--- config.mk ---
export PLATFORM = sky130hd
export DESIGN_NAME = irq_prio_ctrl
export DESIGN_NICKNAME = d
export VERILOG_FILES = /design/src/rtl/irq_prio_pkg.sv /design/src/rtl/irq_src_regs.sv /design/src/rtl/irq_prio_arb.sv /design/src/rtl/irq_prio_stack.sv /design/src/rtl/irq_prio_ctrl.sv
export SDC_FILE = /design/constraint.sdc
export NUM_CORES = 1
export LEC_CHECK = 0
export BUFFER_PORTS_ARGS = -buffer_cell sky130_fd_sc_hd__buf_4
export CAP_MARGIN = 10
export CORE_UTILIZATION = 25
export CTS_BUF_LIST = sky130_fd_sc_hd__clkbuf_4 sky130_fd_sc_hd__clkbuf_8 sky130_fd_sc_hd__clkbuf_16
export DETAILED_ROUTE_END_ITERATION = 7
export PLACE_DENSITY = 0.49
export SLEW_MARGIN = 0
export SYNTH_ARGS = -nofsm -noshare
export SYNTH_HDL_FRONTEND = slang
export SYNTH_HIERARCHICAL = 1
export SYNTH_SLANG_ARGS = --single-unit
--- constraint.sdc ---
create_clock -name clk -period 22.4 [get_ports clk]
set_input_delay 0 -clock clk [delete_from_list [all_inputs] [get_ports clk]]
set_output_delay 0 -clock clk [all_outputs]
set_load 0.02 [all_outputs]
--- src/rtl/irq_prio_pkg.sv ---
package irq_prio_pkg;

    localparam int PRIO_W = 4;
    localparam int N_SW   = 8;
    localparam int ADDR_W = 8;
    localparam int DATA_W = 6;

    localparam logic [ADDR_W-1:0] SW_BASE  = 8'h40;
    localparam logic [ADDR_W-1:0] CUR_ADDR = 8'h80;
    localparam logic [ADDR_W-1:0] EOI_ADDR = 8'h81;

    typedef logic [PRIO_W-1:0] prio_t;

    // per-source settings, laid out as the write data word
    typedef struct packed {
        logic  mask;
        logic  en;
        prio_t prio;
    } src_cfg_t;

    typedef enum logic [2:0] {
        OP_NONE,
        OP_CFG,
        OP_SW,
        OP_CUR,
        OP_EOI
    } reg_op_e;

    function automatic reg_op_e decode_addr(input logic [ADDR_W-1:0] a, input int n_src);
        if (int'(a) < n_src)               return OP_CFG;
        if (a[ADDR_W-1:3] == SW_BASE[ADDR_W-1:3]) return OP_SW;
        if (a == CUR_ADDR)                 return OP_CUR;
        if (a == EOI_ADDR)                 return OP_EOI;
        return OP_NONE;
    endfunction

endpackage

--- src/rtl/irq_src_regs.sv ---
module irq_src_regs
    import irq_prio_pkg::*;
#(
    parameter int N_PERIPH = 8,
    localparam int N_SRC   = N_PERIPH + N_SW
) (
    input  logic                      clk,
    input  logic                      rst,
    input  logic [N_PERIPH-1:0]       periph_irq,
    input  logic                      wr_en,
    input  logic [ADDR_W-1:0]         wr_addr,
    input  logic [DATA_W-1:0]         wr_data,
    output src_cfg_t [N_SRC-1:0]      cfg_q,
    output logic [N_SW-1:0]           sw_flag_q,
    output logic [N_SRC-1:0]          pend_q
);

    reg_op_e wr_op;
    assign wr_op = decode_addr(wr_addr, N_SRC);

    for (genvar i = 0; i < N_SRC; i++) begin : g_cfg
        always_ff @(posedge clk) begin
            if (rst) begin
                cfg_q[i] <= '0;
            end else if (wr_en && wr_op == OP_CFG && wr_addr == ADDR_W'(i)) begin
                cfg_q[i] <= src_cfg_t'(wr_data);
            end
        end
    end

    // software flags: SET has priority over CLR
    for (genvar k = 0; k < N_SW; k++) begin : g_sw
        logic hit;
        assign hit = wr_en && wr_op == OP_SW && wr_addr[2:0] == 3'(k);
        always_ff @(posedge clk) begin
            if (rst) begin
                sw_flag_q[k] <= 1'b0;
            end else if (hit && wr_data[0]) begin
                sw_flag_q[k] <= 1'b1;
            end else if (hit && wr_data[1]) begin
                sw_flag_q[k] <= 1'b0;
            end
        end
    end

    // first pipeline stage: gated request sample
    for (genvar i = 0; i < N_SRC; i++) begin : g_pend
        logic raw;
        if (i < N_PERIPH) begin : g_p
            assign raw = periph_irq[i];
        end else begin : g_s
            assign raw = sw_flag_q[i-N_PERIPH];
        end
        always_ff @(posedge clk) begin
            if (rst) pend_q[i] <= 1'b0;
            else     pend_q[i] <= raw && cfg_q[i].en && !cfg_q[i].mask;
        end
    end

endmodule

--- src/rtl/irq_prio_arb.sv ---
module irq_prio_arb
    import irq_prio_pkg::*;
#(
    parameter int N_SRC  = 16,
    localparam int SRC_W = $clog2(N_SRC)
) (
    input  logic                 clk,
    input  logic                 rst,
    input  logic [N_SRC-1:0]     pend,
    input  src_cfg_t [N_SRC-1:0] cfg,
    output logic                 win_valid_q,
    output prio_t                win_prio_q,
    output logic [SRC_W-1:0]     win_idx_q
);

    logic             best_valid;
    prio_t            best_prio;
    logic [SRC_W-1:0] best_idx;

    // scan downward with >= so the lowest index wins a tie
    always_comb begin
        best_valid = 1'b0;
        best_prio  = '0;
        best_idx   = '0;
        for (int i = N_SRC - 1; i >= 0; i--) begin
            if (pend[i] && cfg[i].prio != '0 && cfg[i].prio >= best_prio) begin
                best_valid = 1'b1;
                best_prio  = cfg[i].prio;
                best_idx   = SRC_W'(i);
            end
        end
    end

    always_ff @(posedge clk) begin
        if (rst) begin
            win_valid_q <= 1'b0;
            win_prio_q  <= '0;
            win_idx_q   <= '0;
        end else begin
            win_valid_q <= best_valid;
            win_prio_q  <= best_prio;
            win_idx_q   <= best_idx;
        end
    end

endmodule

--- src/rtl/irq_prio_stack.sv ---
module irq_prio_stack
    import irq_prio_pkg::*;
#(
    parameter int DEPTH   = 8,
    localparam int PTR_W  = $clog2(DEPTH + 1),
    localparam int IDX_W  = $clog2(DEPTH)
) (
    input  logic  clk,
    input  logic  rst,
    input  logic  push,
    input  prio_t push_val,
    input  logic  pop,
    output logic  pop_ok,
    output prio_t pop_val,
    output logic  err_q
);

    prio_t            mem_q [DEPTH];
    logic [PTR_W-1:0] sp_q;
    logic [PTR_W-1:0] sp_m1;
    logic             full;

    assign sp_m1   = sp_q - PTR_W'(1);
    assign full    = sp_q == PTR_W'(DEPTH);
    assign pop_ok  = pop && sp_q != '0;
    assign pop_val = pop_ok ? mem_q[sp_m1[IDX_W-1:0]] : '0;

    always_ff @(posedge clk) begin
        if (rst) begin
            sp_q  <= '0;
            err_q <= 1'b0;
            for (int i = 0; i < DEPTH; i++) mem_q[i] <= '0;
        end else begin
            if (pop && !pop_ok) err_q <= 1'b1;
            if (push && pop_ok) begin
                // restore and re-save the same level: depth unchanged
                sp_q <= sp_q;
            end else if (pop_ok) begin
                sp_q <= sp_m1;
            end else if (push) begin
                if (full) begin
                    err_q <= 1'b1;
                end else begin
                    mem_q[sp_q[IDX_W-1:0]] <= push_val;
                    sp_q <= sp_q + PTR_W'(1);
                end
            end
        end
    end

endmodule

--- src/rtl/irq_prio_ctrl.sv ---
module irq_prio_ctrl
    import irq_prio_pkg::*;
#(
    parameter int N_PERIPH    = 8,
    parameter int STACK_DEPTH = 8,
    localparam int N_SRC      = N_PERIPH + N_SW,
    localparam int SRC_W      = $clog2(N_SRC)
) (
    input  logic                clk,
    input  logic                rst,
    input  logic [N_PERIPH-1:0] periph_irq,
    input  logic                wr_en,
    input  logic [ADDR_W-1:0]   wr_addr,
    input  logic [DATA_W-1:0]   wr_data,
    input  logic [ADDR_W-1:0]   rd_addr,
    output logic [DATA_W-1:0]   rd_data,
    input  logic                ack,
    output logic                irq_req,
    output logic [SRC_W-1:0]    irq_vec,
    output logic [PRIO_W-1:0]   cur_prio,
    output logic                stk_err
);

    src_cfg_t [N_SRC-1:0] cfg_q;
    logic [N_SW-1:0]      sw_flag_q;
    logic [N_SRC-1:0]     pend_q;
    logic                 win_valid_q;
    prio_t                win_prio_q;
    logic [SRC_W-1:0]     win_idx_q;

    logic                 req_q;
    prio_t                req_prio_q;
    logic [SRC_W-1:0]     req_idx_q;
    logic [SRC_W-1:0]     vec_q;
    prio_t                cur_q;

    logic                 ack_take;
    logic                 eoi_wr;
    logic                 pop_ok;
    prio_t                pop_val;
    reg_op_e              wr_op;
    reg_op_e              rd_op;

    irq_src_regs #(.N_PERIPH(N_PERIPH)) u_regs (
        .clk(clk), .rst(rst), .periph_irq(periph_irq),
        .wr_en(wr_en), .wr_addr(wr_addr), .wr_data(wr_data),
        .cfg_q(cfg_q), .sw_flag_q(sw_flag_q), .pend_q(pend_q)
    );

    irq_prio_arb #(.N_SRC(N_SRC)) u_arb (
        .clk(clk), .rst(rst), .pend(pend_q), .cfg(cfg_q),
        .win_valid_q(win_valid_q), .win_prio_q(win_prio_q), .win_idx_q(win_idx_q)
    );

    assign wr_op    = decode_addr(wr_addr, N_SRC);
    assign rd_op    = decode_addr(rd_addr, N_SRC);
    assign ack_take = ack && req_q;
    assign eoi_wr   = wr_en && wr_op == OP_EOI;

    irq_prio_stack #(.DEPTH(STACK_DEPTH)) u_stack (
        .clk(clk), .rst(rst), .push(ack_take), .push_val(cur_q),
        .pop(eoi_wr), .pop_ok(pop_ok), .pop_val(pop_val), .err_q(stk_err)
    );

    // third pipeline stage: threshold compare; acknowledge consumes it
    always_ff @(posedge clk) begin
        if (rst) begin
            req_q      <= 1'b0;
            req_prio_q <= '0;
            req_idx_q  <= '0;
        end else begin
            req_q      <= !ack_take && win_valid_q && win_prio_q > cur_q;
            req_prio_q <= win_prio_q;
            req_idx_q  <= win_idx_q;
        end
    end

    always_ff @(posedge clk) begin
        if (rst) begin
            cur_q <= '0;
            vec_q <= '0;
        end else begin
            if (ack_take) begin
                cur_q <= req_prio_q;
                vec_q <= req_idx_q;
            end else if (pop_ok) begin
                cur_q <= pop_val;
            end else if (wr_en && wr_op == OP_CUR) begin
                cur_q <= wr_data[PRIO_W-1:0];
            end
        end
    end

    always_comb begin
        case (rd_op)
            OP_CFG:  rd_data = cfg_q[rd_addr[SRC_W-1:0]];
            OP_SW:   rd_data = {4'b0, sw_flag_q[rd_addr[2:0]], 1'b0};
            OP_CUR:  rd_data = {2'b0, cur_q};
            default: rd_data = '0;
        endcase
    end

    assign irq_req  = req_q;
    assign irq_vec  = vec_q;
    assign cur_prio = cur_q;

endmodule

==> qor.yml <==
status: "completed"
syn_area_um2: 11200
drc_errors: 0
dieArea_um2: 45700
crit_fanout: 7
initial_core_util: 0.254
cts_tree: "yes"
grt_pass1_vias: 9281
ys_seq_elements: 183
layout-drive-gt1-share: 0.260
num_vias: 9727
cp_slowest_cell: "or3_4"
clk_latency_ps: 440
antenna_found_initial: 1
clock_path_buffers: 2
dieHeight_um: 214
drtPass1Iterations: 5
synth_largest_area_cell: "dfxtp_1"
synth.top_cells.by_area: "dfxtp_1, mux2i_1, edfxtp_1"
ys_seq_area_frac: 0.355
die_w_um: 214
hold_violations: 0
ys_warn_count: 6
ys.flop_type: "dfxtp_1"
period_share: 0.973
synthesis.nets: 1290
finalClockSkew_ps: 19.6
cp_data_arrival_time_ps: 22160
setup_viol: 0
cts_sinks: 183
synth_top_cell_area_share: 0.269
detail-route-antenna-nets: 0
holdWs_ps: 1.58
cp.required_ps: 22770
hpwl_mm: 26.4
grt_max_degree: 99
syn_avg_cell_area_um2: 9.33
grt_overflow: 0
wire_per_inst_um: 19.1
slew_headroom: 0.162
drv_slew: 0
cpPeakStageDelay_ps: 440
ys_async_sr_fraction: 0
min_period_ps: 21790
stdcell_area_um2: 14100
start_kind: "register"
num-fill-cells: 4543
critPathMostFrequentCell: "a21o_1"
core_um2: 44200
cts_buffers: 17
tightest_slew_ps: 1250
rows: 77
cp-end-kind: "register"
r2r-start: "u_regs/cfg_q[90]$_SDFFE_PP0P_"
clock.fmax_mhz: 45.9
leakage_uw: 0.00575
cts_root_buf: "clkbuf_16"
ys_top_cells_by_count: "nand2_1, dfxtp_1, mux2i_1"
syn_inst: 1203
final_nets: 1400
postPlaceCellArea_um2: 12400
grt_first_pass_wirelength_mm: 54.8
io_pins: 50
hp-start: "ack"
cts_max_level: 4
min_path_type: "primary input to register"
peakVddDrop_mv: 0.0430
io_buffers: 49
synth_most_common_cell: "nand2_1"
fin_util: 0.318
path_clk_slew_ps: 80
critical_path_class: "register to register"
area_delta_synth_final_pct: 25.4
powerDensity_nw_per_um2: 48.3
startpoint: "u_regs/cfg_q[90]$_SDFFE_PP0P_"
drt_iter0_drc: 791
viasPerCell: 5.07
grt_usage: 0.157
ys_types: 84
drv_cap: 0
power.total_uw: 679
finalWeightedCongestion: 0.913
wl_mm: 36.7
synth-edff-count: 32
## critical path: cells and delay by family (launching register included)
| family | cells | cell delay (ps) |
|---|---|---|
| muxes | 5 | 1480 |
| and+or+nand+nor | 32 | 4520 |
| buffers and inverters | 7 | 890 |
| adders and majority gates | 17 | 4500 |
| DFF | 1 | 320 |
| AOI/OAI and AO/OA | 53 | 9960 |
## through the flow
step | worst slack (ps) | setup TNS, ps | std cells
global placement | -301 | -1900 | 1826
global route | -329 | -2170 | 1918
detailed placement | -731 | -5840 | 1826
CTS | 14.6 | 0 | 1875
finish | 615 | 0 | 1919
floorplan | 19.2 | 0 | 1203
## final timing paths
| kind | slack (ps) | endpoint | cells after the start |
|---|---|---|---|
| setup reg to reg | 610 | u_arb/win_prio_q[3]$_SDFF_PP0_ | 114 |
| hold reg to reg | 440 | irq_vec[3]$_SDFFE_PP0P_ | 2 |
| setup / recovery | 610 | u_arb/win_prio_q[3]$_SDFF_PP0_ | 114 |
| hold / removal | 2 | cur_prio[1]$_SDFFE_PP0P_ | 5 |
## flip-flops by register name, summed over array words and instances (netlist names)
signal             cells
cur_prio               4
irq_req                1
irq_vec                4
req_idx_q              4
req_prio_q             4
u_arb/win_idx_q        4
u_arb/win_prio_q       4
u_arb/win_valid_q      1
u_regs/cfg_q          96
u_regs/g_pend.raw      8
u_regs/pend_q         16
u_stack/err_q          1
u_stack/mem_q         32
u_stack/sp_q           4
## area by class of cell
class / instances / area, µm² / area share
inverter: 58 / 218 / 0.0155
antenna: 1 / 2.50 / 0.000178
clock inverter: 15 / 185 / 0.0132
clock buffer: 17 / 425 / 0.0302
tap: 592 / 741 / 0.0526
sequential: 183 / 3990 / 0.283
multi-input combinational: 905 / 7360 / 0.523
timing repair buffer: 148 / 1160 / 0.0821
## placed cells by master (no fill, tap or decap), types with 10 or more instances in the layout
cell type and instances:
inv_1 52, o21ai_0 22, edfxtp_1 32, mux2i_1 128, o21bai_1 11, a21oi_1 26, a21oi_2 10, buf_4 131
ha_1 40, clkbuf_16 17, mux2_2 14, nor2b_1 23, nand3_1 20, a211o_1 11, nor2_1 74, mux4_2 25
nand2_1 171, nor3_1 11, o21ai_1 14, nand2b_4 10, dfxtp_1 148, ha_4 13, nand3_2 18, nor4bb_1 10
a21o_1 22, dlygate4sd3_1 10
## cell families (layout without fill, tap and decap cells)
logic type | Yosys count | after routing | share of synthesized area
AND/OR/NAND/NOR | 432 | 432 | 0.198
multiplexers | 174 | 174 | 0.185
AO/OA/AOI/OAI | 241 | 241 | 0.154
XOR/XNOR | 3 | 3 | 0.00234
buffers and inverters | 115 | 238 | 0.0447
flip-flops | 183 | 183 | 0.355
other | 0 | 1 | 0
adder cells (fa/ha/maj) | 55 | 55 | 0.0609
## power breakdown
group	leakage, µW	internal, µW	switching, µW
Clock	0.000292	152	154
Combinational	0.00391	12.8	23.4
Sequential	0.00155	336	0.949
Total	0.00575	501	179
## metal layers
metal | global-route usage | wire [µm]
met5 | 0 | 0
met4 | 0.0534 | 948
met3 | 0.0253 | 1740
met2 | 0.242 | 16200
met1 | 0.222 | 17800
## what timing repair did
action | 4_1_cts | 5_1_grt
buffers inserted | 7 | 42
gates resized for setup | 25 | 109
setup endpoints to repair | 9 | 9
pin swaps | 6 | 92
hold endpoints to repair | 12 | 0
hold buffers | 10 | 0
gates cloned | 0 | 2
(Power assumes the default switching activity.)
